File: src/rtl/irq_mbox_pkg.sv
package irq_mbox_pkg;

  typedef enum logic [3:0] {
    K_NONE,
    K_ID,
    K_RAW,
    K_RAW_SET,
    K_RAW_CLR,
    K_SRC,
    K_EN,
    K_EN_SET,
    K_EN_CLR
  } reg_kind_e;

  typedef struct packed {
    reg_kind_e   kind;
    logic [7:0]  cpu;
    logic [7:0]  word;
  } reg_sel_t;

  function automatic logic is_raw_op(reg_kind_e k);
    return (k == K_RAW) || (k == K_RAW_SET) || (k == K_RAW_CLR);
  endfunction

endpackage

File: src/rtl/irq_addr_decode.sv
module irq_addr_decode
  import irq_mbox_pkg::*;
#(
  parameter int NUM_CPUS = 4,
  parameter int NUM_BITS = 64,
  parameter int ADDR_W   = 12
) (
  input  logic [ADDR_W-1:0] addr_i,
  output reg_sel_t          sel_o
);

  localparam int STRIDE_B = 8 * (1 + (NUM_BITS - 1) / 64);
  localparam int SPAN_B   = 4 * STRIDE_B;
  localparam int CPU_B    = 8 + 3 * STRIDE_B;
  localparam int END_B    = CPU_B + NUM_CPUS * SPAN_B;

  localparam logic [ADDR_W-1:0] A_GRP    = ADDR_W'(8);
  localparam logic [ADDR_W-1:0] A_STRIDE = ADDR_W'(STRIDE_B);
  localparam logic [ADDR_W-1:0] A_SPAN   = ADDR_W'(SPAN_B);
  localparam logic [ADDR_W-1:0] A_CPU    = ADDR_W'(CPU_B);
  localparam logic [ADDR_W-1:0] A_END    = ADDR_W'(END_B);

  logic [ADDR_W-1:0] rel, sub, grp;

  always_comb begin
    sel_o = '{kind: K_NONE, cpu: 8'd0, word: 8'd0};
    rel   = '0;
    sub   = '0;
    grp   = '0;
    if (addr_i[1:0] == 2'b00) begin
      if (addr_i == '0) begin
        sel_o.kind = K_ID;
      end else if (addr_i >= A_GRP && addr_i < A_CPU) begin
        rel        = addr_i - A_GRP;
        grp        = rel / A_STRIDE;
        sel_o.word = 8'((rel % A_STRIDE) >> 2);
        case (grp)
          ADDR_W'(0): sel_o.kind = K_RAW;
          ADDR_W'(1): sel_o.kind = K_RAW_SET;
          default:    sel_o.kind = K_RAW_CLR;
        endcase
      end else if (addr_i >= A_CPU && addr_i < A_END) begin
        rel        = addr_i - A_CPU;
        sel_o.cpu  = 8'(rel / A_SPAN);
        sub        = rel % A_SPAN;
        grp        = sub / A_STRIDE;
        sel_o.word = 8'((sub % A_STRIDE) >> 2);
        case (grp)
          ADDR_W'(0): sel_o.kind = K_SRC;
          ADDR_W'(1): sel_o.kind = K_EN;
          ADDR_W'(2): sel_o.kind = K_EN_SET;
          default:    sel_o.kind = K_EN_CLR;
        endcase
      end
    end
  end

endmodule

File: src/rtl/irq_raw_state.sv
module irq_raw_state
  import irq_mbox_pkg::*;
#(
  parameter int                  STATE_W   = 64,
  parameter int                  NUM_LINES = 4,
  parameter int                  MBOX_W    = 8,
  parameter logic [STATE_W-1:0]  IMPL      = '1
) (
  input  logic                 clk_i,
  input  logic                 rst_ni,
  input  logic [NUM_LINES-1:0] line_i,
  input  logic                 wr_i,
  input  reg_kind_e            op_i,
  input  logic [STATE_W-1:0]   wmask_i,
  input  logic [STATE_W-1:0]   wsel_i,
  output logic [STATE_W-1:0]   raw_o
);

  logic [STATE_W-1:0] raw_q, raw_d;
  logic               line_blk;

  always_comb begin
    raw_d    = raw_q;
    line_blk = 1'b0;
    if (wr_i) begin
      case (op_i)
        K_RAW:     begin raw_d = (raw_q & ~wsel_i) | wmask_i; line_blk = wsel_i[0]; end
        K_RAW_SET: begin raw_d = raw_q | wmask_i;             line_blk = wsel_i[0]; end
        K_RAW_CLR: begin raw_d = raw_q & ~wmask_i;            line_blk = wsel_i[0]; end
        default:   ;
      endcase
    end
    // a write to the device word owns that edge; a held line re-sets next edge
    if (!line_blk) raw_d[NUM_LINES-1:0] = raw_d[NUM_LINES-1:0] | line_i;
    raw_d = raw_d & IMPL;
  end

  always_ff @(posedge clk_i or negedge rst_ni) begin
    if (!rst_ni) raw_q <= '0;
    else         raw_q <= raw_d;
  end

  assign raw_o = raw_q;

  a_r4_line_latch: assert property (@(posedge clk_i) disable iff (!rst_ni)
    !(wr_i && is_raw_op(op_i) && wsel_i[0])
    |=> ((raw_q[NUM_LINES-1:0] & $past(line_i)) == $past(line_i)));

  a_r5_mbox_sw_only: assert property (@(posedge clk_i) disable iff (!rst_ni)
    !(wr_i && is_raw_op(op_i)) |=> $stable(raw_q[32 +: MBOX_W]));

  a_r6_raw_clr: assert property (@(posedge clk_i) disable iff (!rst_ni)
    (wr_i && op_i == K_RAW_CLR) |=> ((raw_q & $past(wmask_i)) == '0));

endmodule

File: src/rtl/irq_cpu_enable.sv
module irq_cpu_enable
  import irq_mbox_pkg::*;
#(
  parameter int                 STATE_W = 64,
  parameter logic [STATE_W-1:0] IMPL    = '1
) (
  input  logic               clk_i,
  input  logic               rst_ni,
  input  logic               wr_i,
  input  reg_kind_e          op_i,
  input  logic [STATE_W-1:0] wmask_i,
  input  logic [STATE_W-1:0] wsel_i,
  output logic [STATE_W-1:0] en_o
);

  logic [STATE_W-1:0] en_q, en_d;

  always_comb begin
    en_d = en_q;
    if (wr_i) begin
      case (op_i)
        K_EN:     en_d = (en_q & ~wsel_i) | wmask_i;
        K_EN_SET: en_d = en_q | wmask_i;
        K_EN_CLR: en_d = en_q & ~wmask_i;
        default:  ;
      endcase
    end
    en_d = en_d & IMPL;
  end

  always_ff @(posedge clk_i or negedge rst_ni) begin
    if (!rst_ni) en_q <= '0;
    else         en_q <= en_d;
  end

  assign en_o = en_q;

  a_r6_en_set_only: assert property (@(posedge clk_i) disable iff (!rst_ni)
    (wr_i && op_i == K_EN_SET) |=> (((en_q ^ $past(en_q)) & ~$past(wmask_i)) == '0));

  a_r6_en_clr: assert property (@(posedge clk_i) disable iff (!rst_ni)
    (wr_i && op_i == K_EN_CLR) |=> ((en_q & $past(wmask_i)) == '0));

endmodule

File: src/rtl/irq_mbox_ctrl.sv
module irq_mbox_ctrl
  import irq_mbox_pkg::*;
#(
  parameter int NUM_CPUS  = 4,
  parameter int NUM_LINES = 4,
  parameter int NUM_BITS  = 64,
  parameter int ADDR_W    = 12
) (
  input  logic                 clk_i,
  input  logic                 rst_ni,
  input  logic [NUM_LINES-1:0] dev_irq_i,
  input  logic                 req_i,
  input  logic                 we_i,
  input  logic [ADDR_W-1:0]    addr_i,
  input  logic [31:0]          wdata_i,
  output logic [31:0]          rdata_o,
  output logic [NUM_CPUS-1:0]  irq_o
);

  localparam int STRIDE_B = 8 * (1 + (NUM_BITS - 1) / 64);
  localparam int STATE_W  = 8 * STRIDE_B;
  localparam int MBOX_W   = 2 * NUM_CPUS;
  localparam logic [STATE_W-1:0] LINE_M = (STATE_W'(1) << NUM_LINES) - STATE_W'(1);
  localparam logic [STATE_W-1:0] MBOX_M = ((STATE_W'(1) << MBOX_W) - STATE_W'(1)) << 32;
  localparam logic [STATE_W-1:0] IMPL   = LINE_M | MBOX_M;

  reg_sel_t           sel;
  logic [STATE_W-1:0] wmask, wsel, raw;
  logic [STATE_W-1:0] en  [NUM_CPUS];
  logic [STATE_W-1:0] en_pick;
  logic [31:0]        rd_val, rdata_q;
  logic               wr;

  irq_addr_decode #(
    .NUM_CPUS(NUM_CPUS), .NUM_BITS(NUM_BITS), .ADDR_W(ADDR_W)
  ) u_dec (
    .addr_i(addr_i),
    .sel_o (sel)
  );

  assign wr    = req_i && we_i;
  assign wmask = STATE_W'(wdata_i) << {sel.word, 5'b0};
  assign wsel  = STATE_W'(32'hFFFF_FFFF) << {sel.word, 5'b0};

  irq_raw_state #(
    .STATE_W(STATE_W), .NUM_LINES(NUM_LINES), .MBOX_W(MBOX_W), .IMPL(IMPL)
  ) u_raw (
    .clk_i  (clk_i),
    .rst_ni (rst_ni),
    .line_i (dev_irq_i),
    .wr_i   (wr),
    .op_i   (sel.kind),
    .wmask_i(wmask),
    .wsel_i (wsel),
    .raw_o  (raw)
  );

  for (genvar c = 0; c < NUM_CPUS; c++) begin : g_cpu
    irq_cpu_enable #(
      .STATE_W(STATE_W), .IMPL(IMPL)
    ) u_en (
      .clk_i  (clk_i),
      .rst_ni (rst_ni),
      .wr_i   (wr && (sel.cpu == 8'(c))),
      .op_i   (sel.kind),
      .wmask_i(wmask),
      .wsel_i (wsel),
      .en_o   (en[c])
    );
    assign irq_o[c] = |(raw & en[c]);
  end

  always_comb begin
    en_pick = '0;
    for (int c = 0; c < NUM_CPUS; c++)
      if (sel.cpu == 8'(c)) en_pick = en[c];
  end

  always_comb begin
    case (sel.kind)
      K_ID:                       rd_val = 32'(NUM_BITS);
      K_RAW, K_RAW_SET, K_RAW_CLR: rd_val = 32'(raw >> {sel.word, 5'b0});
      K_SRC:                      rd_val = 32'((raw & en_pick) >> {sel.word, 5'b0});
      K_EN, K_EN_SET, K_EN_CLR:   rd_val = 32'(en_pick >> {sel.word, 5'b0});
      default:                    rd_val = '0;
    endcase
  end

  always_ff @(posedge clk_i or negedge rst_ni) begin
    if (!rst_ni)               rdata_q <= '0;
    else if (req_i && !we_i)   rdata_q <= rd_val;
  end

  assign rdata_o = rdata_q;

  a_r1_id_read: assert property (@(posedge clk_i) disable iff (!rst_ni)
    (req_i && !we_i && addr_i == '0) |=> (rdata_o == 32'(NUM_BITS)));

  a_r11_unmapped_zero: assert property (@(posedge clk_i) disable iff (!rst_ni)
    (req_i && !we_i && sel.kind == K_NONE) |=> (rdata_o == '0));

  a_r12_rdata_hold: assert property (@(posedge clk_i) disable iff (!rst_ni)
    !(req_i && !we_i) |=> $stable(rdata_o));

  a_r10_irq_fall_on_write: assert property (@(posedge clk_i) disable iff (!rst_ni)
    (|($past(irq_o) & ~irq_o)) |-> $past(req_i && we_i));

endmodule

File: config.mk
export PLATFORM = sky130hd
export DESIGN_NAME = irq_mbox_ctrl
export DESIGN_NICKNAME = d
export VERILOG_FILES = /design/src/rtl/irq_mbox_pkg.sv /design/src/rtl/irq_addr_decode.sv /design/src/rtl/irq_raw_state.sv /design/src/rtl/irq_cpu_enable.sv /design/src/rtl/irq_mbox_ctrl.sv
export SDC_FILE = /design/constraint.sdc
export NUM_CORES = 1
export LEC_CHECK = 0
export BUFFER_PORTS_ARGS = -buffer_cell sky130_fd_sc_hd__buf_2
export CORE_UTILIZATION = 60
export CTS_CLUSTER_SIZE = 20
export DETAILED_ROUTE_END_ITERATION = 10
export PLACE_DENSITY = 0.91
export SLEW_MARGIN = 15
export SYNTH_ARGS = -nofsm -noshare
export SYNTH_HDL_FRONTEND = slang
export SYNTH_SLANG_ARGS = --single-unit
File: constraint.sdc
create_clock -name clk_i -period 2.1 [get_ports clk_i]
set_input_delay 0.42 -clock clk_i [delete_from_list [all_inputs] [get_ports clk_i]]
set_output_delay 0.42 -clock clk_i [all_outputs]
set_load 0.02 [all_outputs]
==> results of run 1 <==
==> layer usage <==
layer / overflow / GRT usage
met1: 2 / 0.820
met2: 21 / 0.936
met3: 1 / 0.662
met4: 23 / 0.786
met5: 0 / 0.372
==> logic make-up after synthesis <==
family / after synthesis
compound gates: 211
simple gates: 183
buf+inv: 82
flops: 68
fa+ha+maj: 7
xor+xnor: 2
mux: 2
other cells: 1
==> timing repair <==
item	CTS
gates resized for setup	154
pin swaps	36
buffers inserted	15
hold buffers	1
endpoints found under the hold margin	2
setup endpoints to repair	70
==> through the flow <==
| step | setup TNS, ns | hold WS, ns | cells |
|---|---|---|---|
| global placement | -49.68 | 0.224 | 741 |
| floorplan | -30.22 | 0.124 | 579 |
| detailed placement | -56.13 | 0.227 | 741 |
| CTS | -18.54 | 0.383 | 771 |
==> flow_metrics.env, run 1 <==
export IMPL_outcome="aborted with a tool error"
export IMPL_stop_stage="global routing"
export IMPL_firstError="[ERROR GRT-0232] Routing congestion too high. Check the congestion heatmap in the GUI."
export IMPL_synth_xor_xnor_area_share=0.00377
export IMPL_cts_sinks=68
export IMPL_syn_inst=556
export IMPL_synth_ff_type="dfrtp_1"
export IMPL_ioPinCount=88
export IMPL_yosysSeqAreaShare=0.366
export IMPL_grtUsageTotal=0.801
export IMPL_cts_buffer_depth=2
export IMPL_rows=31
export IMPL_dpl_cell_area_mm2=0.00547
export IMPL_syn_area_per_cell_um2=8.35
export IMPL_die_y_um=90.0
export IMPL_numPortBuffers=39
export IMPL_clockRootBuffer="clkbuf_8"
export IMPL_synth_cell_types=60
export IMPL_yosys_top_cells_count="nand2_1 (79), dfrtp_1 (68), o21ai_0 (67)"
export IMPL_netlist_area_mm2=0.00464
export IMPL_synth_mux_area_frac=0.00431
export IMPL_ys_ff_latch=68
export IMPL_yosys_area_share_adder=0.0189
export IMPL_die_x_um=90.0
export IMPL_synthArstFlopShare=1.00
export IMPL_synth_top_family_by_area="compound AO/OA/AOI/OAI gates"
export IMPL_yosys_area_share_simple=0.191
export IMPL_grt_start_max_net_pins=43
export IMPL_synth_area_leaders="dfrtp_1 (37%), o21ai_0 (7.2%), a22o_1 (6.6%)"
export IMPL_dp_slack_ns=-0.949
export IMPL_synth_edf_count=0
export IMPL_ys_warn_count=0
export IMPL_detailed_place_hpwl_mm=12.0
export IMPL_yosysMostFrequentCell="nand2_1"
export IMPL_gp_congestion=1.14
export IMPL_yosys_area_top_type_share=0.366
export IMPL_initial_core_util=0.630
export IMPL_yosys_area_top_type="dfrtp_1"
export IMPL_grt_overflow=47
export IMPL_synth_compound_area_frac=0.323
export IMPL_numCtsBuffers=9
export IMPL_htreeDepth=3
==> run 2: changes to the inputs <==
--- a/config.mk
+++ b/config.mk
@@ -6,10 +6,9 @@
 export NUM_CORES = 1
 export LEC_CHECK = 0
 export BUFFER_PORTS_ARGS = -buffer_cell sky130_fd_sc_hd__buf_2
-export CORE_UTILIZATION = 60
-export CTS_CLUSTER_SIZE = 20
+export CORE_UTILIZATION = 40
 export DETAILED_ROUTE_END_ITERATION = 10
-export PLACE_DENSITY = 0.91
+export PLACE_DENSITY_LB_ADDON = 0.15
 export SLEW_MARGIN = 15
 export SYNTH_ARGS = -nofsm -noshare
 export SYNTH_HDL_FRONTEND = slang
==> flow_metrics.env, run 2 <==
export IMPL_critPathCaptureType="flip-flop"
export IMPL_gp_congestion=0.990
export IMPL_cts_sinks=68
export IMPL_syn_inst=556
export IMPL_syn2layout_area_growth_pct=42.0
export IMPL_grt_pass1_vias=4827
export IMPL_max_freq_ghz=0.395
export IMPL_reg2reg_slack_ns=0.68
export IMPL_yosys_area_top_type_share=0.366
export IMPL_rsz0062_at_grt="yes"
export IMPL_initial_core_util=0.419
export IMPL_cts_buffer_depth=2
export IMPL_dr_pass1_iters=8
export IMPL_cp_num_buf_inv=1
export IMPL_postLayoutCoreUtil=0.595
export IMPL_die_y_um=110
export IMPL_tritoncts="done"
export IMPL_grt_pass1_wl_mm=26.8
export IMPL_diodes=0
export IMPL_path_cells="buf_6 > or3_4 > o41ai_4 > or4b_4 > or3_4 > o22ai_2 > a311o_1 > nand3_1"
export IMPL_outcome="finished with violations"
export IMPL_die_area_mm2=0.0120
export IMPL_cp_common_cell="or3_4"
export IMPL_final_nets=736
export IMPL_rr_endpoint="rdata_o[6]"
export IMPL_ys_ff_latch=68
export IMPL_syn_area_per_cell_um2=8.35
export IMPL_reg2regPathDepth=4
export IMPL_required_ns=2.31
export IMPL_setup_viol=68
export IMPL_maxCapViolCount=0
export IMPL_dp_cells=783
export IMPL_fill_cells=989
export IMPL_die_x_um=110
export IMPL_yosys_area_top_type="dfrtp_1"
export IMPL_grt_overflow=0
export IMPL_fin_skew_ns=0.00736
export IMPL_netlist_area_mm2=0.00464
export IMPL_core_area_mm2=0.0111
export IMPL_detailed_place_hpwl_mm=12.4
export IMPL_p_leak_nw=2.98
export IMPL_path_clk_slew_ns=0.05
export IMPL_yosys_top_cells_count="nand2_1 (79), dfrtp_1 (68), o21ai_0 (67)"
export IMPL_power_density_mw_per_mm2=488
export IMPL_period_share=1.21
export IMPL_cpMaxStageDelayCell="or4b_4"
export IMPL_vias_per_cell=6.18
export IMPL_antenna_found_initial=0
export IMPL_drive_above_1_share=0.397
export IMPL_postRouteAntennaNets=0
export IMPL_vdd_ir_drop_max_mv=0.563
export IMPL_drc=0
export IMPL_synth_area_leaders="dfrtp_1 (37%), o21ai_0 (7.2%), a22o_1 (6.6%)"
export IMPL_finalNonFillerCells=822
export IMPL_period_minus_slack_ns=2.53
export IMPL_clockRootBuffer="clkbuf_16"
export IMPL_crit_path_max_incr_delay_ns=0.58
export IMPL_layout_commonest_cell="buf_4"
export IMPL_yosysMostFrequentCell="nand2_1"
export IMPL_grtUsageTotal=0.303
export IMPL_rows=38
export IMPL_num_vias=5079
export IMPL_cp_start_kind="input pin"
export IMPL_crit_type="in -> reg"
export IMPL_numCtsBuffers=9
export IMPL_synth_edf_count=0
export IMPL_violations="setup timing"
export IMPL_synth_cell_types=60
export IMPL_synthArstFlopShare=1.00
export IMPL_slew_violations=0
export IMPL_ys_warn_count=0
export IMPL_synth_ff_type="dfrtp_1"
export IMPL_routedWlPerCell_um=21.3
export IMPL_timing_final_ws_setup_ns=-0.432
export IMPL_yosysSeqAreaShare=0.366
export IMPL_rr_startpoint="u_raw.raw_o[38]"
export IMPL_drt_iter0_drc=630
export IMPL_crit_arrival_ns=2.74
export IMPL_numPortBuffers=39
export IMPL_hold_viol_final=0
export IMPL_hp_class="in -> async"
export IMPL_final_cell_mix="buf_4 (89), nand2_1 (75), dfrtp_1 (61)"
export IMPL_largest_register_ffs=48
export IMPL_ioPinCount=88
export IMPL_routed_wl_mm=17.5
export IMPL_cp_top_family="simple AND/OR/NAND/NOR gates"
export IMPL_cp_max_fo=7
export IMPL_htreeDepth=3
export IMPL_grt_start_max_net_pins=69
export IMPL_clock_latency_ns=0.34
-- run 2: cell type report --
class	instances	area, um^2	share of cell area
flip-flops and latches	68	1710	0.259
clock buffers	11	233	0.0353
repair buffers	153	1260	0.191
inverters	14	65.1	0.00987
well taps	140	175	0.0266
multi-input cells	431	3100	0.469
clock inverters	5	52.6	0.00797
-- run 2: layer usage --
metal | wire, um | part of all wire | global-route usage | vias to the layer above
li1 | - | - | - | 2259
met1 | 7390 | 0.42 | 0.413 | 2480
met2 | 7970 | 0.45 | 0.472 | 288
met3 | 1570 | 0.090 | 0.0563 | 52
met4 | 597 | 0.034 | 0.123 | 0
met5 | 0 | 0 | 0 | -
-- run 2: worst register-to-register path, delay by kind of cell, from the launching register on --
family          cells  cell delay, ns
simple gates        1            0.10
compound gates      2            0.49
buf+inv             1            0.21
flops               1            0.49
-- run 2: cells by family (layout without fill, tap and decap cells) --
group	count (synthesis)	in the layout	share of synthesized area
AO/OA/AOI/OAI	211	212	0.323
AND/OR/NAND/NOR	183	184	0.191
buffers and inverters	82	183	0.0916
flip-flops	68	68	0.366
adder cells (fa/ha/maj)	7	7	0.0189
XOR/XNOR	2	2	0.00377
multiplexers	2	2	0.00431
other	1	24	0.000807
-- run 2: through the flow --
step	setup TNS, ns	total power [mW]	cell area [um^2]	hold slack [ns]	worst slack (ns)
2_1_floorplan	-30.22	1.55	4880	0.124	-0.599
3_3_place_gp	-52.83	1.68	5560	0.451	-0.908
3_5_place_dp	-57.18	1.69	5560	0.452	-0.957
4_1_cts	-17.59	3.22	6410	0.101	-0.361
5_1_grt	-27.12	3.31	6590	0.141	-0.510
6_report	-20.61	3.22	6590	0.100	-0.432
-- run 2: where the power goes --
part	total, mW	internal, mW	switching (mW)
combinational	0.418	0.156	0.261
clock	1.48	0.913	0.571
sequential	1.32	1.31	0.00359
total	3.22	2.38	0.837
-- run 2: worst max-delay path by stage --
stage | startpoint | end | slack [ns] | depth (start not counted)
5_1_grt | addr_i[0] | rdata_o[3] | -0.51 | 9
3_3_place_gp | addr_i[2] | rdata_o[6] | -0.91 | 8
6_report | addr_i[0] | rdata_o[6] | -0.43 | 8
3_5_place_dp | addr_i[4] | g_cpu[0].u_en.en_o[3] | -0.96 | 10
2_1_floorplan | addr_i[6] | rdata_o[6] | -0.60 | 11
4_1_cts | addr_i[0] | rdata_o[6] | -0.36 | 8
-- run 2: what timing repair did --
| action | in CTS | in global routing |
|---|---|---|
| setup buffers | 13 | 6 |
| hold buffers | 0 | 0 |
| cloned | 3 | 1 |
| resized for setup | 122 | 37 |
| endpoints found under the setup margin | 69 | 72 |
| pin swaps | 42 | 19 |
(Power assumes the default switching activity.)
==> run 3: changes to the inputs <==
--- a/config.mk
+++ b/config.mk
@@ -6,7 +6,7 @@
 export NUM_CORES = 1
 export LEC_CHECK = 0
 export BUFFER_PORTS_ARGS = -buffer_cell sky130_fd_sc_hd__buf_2
-export CORE_UTILIZATION = 40
+export CORE_UTILIZATION = 61
 export DETAILED_ROUTE_END_ITERATION = 10
 export PLACE_DENSITY_LB_ADDON = 0.15
 export SLEW_MARGIN = 15
==> constraint.sdc (replaced) <==
create_clock -name clk_i -period 2.1 [get_ports clk_i]
set_input_delay 0.42 -clock clk_i [delete_from_list [all_inputs] [get_ports clk_i]]
set_output_delay 0.42 -clock clk_i [all_outputs]
set_load 0.005 [all_outputs]
==> flow_metrics.env, run 3 <==
export IMPL_syn_inst=556
export IMPL_synth_ff_type="dfrtp_1"
export IMPL_yosys_area_top_type="dfrtp_1"
export IMPL_yosys_area_share_simple=0.191
export IMPL_dp_cells=757
export IMPL_worstEndpointType="sequential cell input"
export IMPL_die_x_um=89.3
export IMPL_die_y_um=89.3
export IMPL_numPortBuffers=39
export IMPL_cts_sinks=68
export IMPL_ys_warn_count=0
export IMPL_numCtsBuffers=9
export IMPL_yosys_top_cells_count="nand2_1 (79), dfrtp_1 (68), o21ai_0 (67)"
export IMPL_ys_ff_latch=68
export IMPL_firstError="[ERROR GRT-0232] Routing congestion too high. Check the congestion heatmap in the GUI."
export IMPL_rows=31
export IMPL_synth_compound_area_frac=0.323
export IMPL_synth_cell_types=60
export IMPL_synth_xor_xnor_area_share=0.00377
export IMPL_grt_overflow=103
export IMPL_yosys_area_share_adder=0.0189
export IMPL_htreeDepth=3
export IMPL_cts_buffer_depth=2
export IMPL_synth_edf_count=0
export IMPL_syn_area_per_cell_um2=8.35
export IMPL_stop_stage="global routing"
export IMPL_initial_core_util=0.637
export IMPL_netlist_area_mm2=0.00464
export IMPL_ioPinCount=88
export IMPL_outcome="aborted with a tool error"
export IMPL_yosysSeqAreaShare=0.366
export IMPL_clockRootBuffer="clkbuf_8"
export IMPL_synthArstFlopShare=1.00
export IMPL_synth_top_family_by_area="compound AO/OA/AOI/OAI gates"
export IMPL_yosys_area_top_type_share=0.366
export IMPL_gp_congestion=1.04
export IMPL_grt_start_max_net_pins=69
export IMPL_grtUsageTotal=0.816
export IMPL_synth_area_leaders="dfrtp_1 (37%), o21ai_0 (7.2%), a22o_1 (6.6%)"
export IMPL_crit_endpoint="g_cpu[2].u_en.en_o[32]$_DFFE_PN0P_/D"
export IMPL_synth_mux_area_frac=0.00431
export IMPL_dp_slack_ns=-0.931
export IMPL_detailed_place_hpwl_mm=12.6
export IMPL_yosysMostFrequentCell="nand2_1"
-- run 3: kinds of logic after synthesis --
kind of cell | after synthesis
AO/OA/AOI/OAI | 211
XOR/XNOR | 2
adder cells (fa/ha/maj) | 7
buffers and inverters | 82
flip-flops | 68
multiplexers | 2
other | 1
AND/OR/NAND/NOR | 183
-- run 3: stage by stage --
stage                      util  instance area, um^2  hold slack, ns  setup TNS (ns)
after floorplan               -                 4880           0.124          -30.22
after global placement    0.767                 5590           0.450          -48.45
after detailed placement  0.767                 5590           0.455          -53.06
after CTS                 0.885                 6460           0.104          -19.05
-- run 3: metal layers --
| metal | track usage | overflow |
|---|---|---|
| met5 | 0.253 | 0 |
| met4 | 0.905 | 43 |
| met3 | 0.618 | 3 |
| met2 | 0.984 | 55 |
| met1 | 0.816 | 2 |
-- run 3: what timing repair did --
action                                  CTS
gates cloned                              0
endpoints found under the setup margin   69
buffers inserted                         21
resized for setup                       161
hold buffers                              0
pin swaps                                76
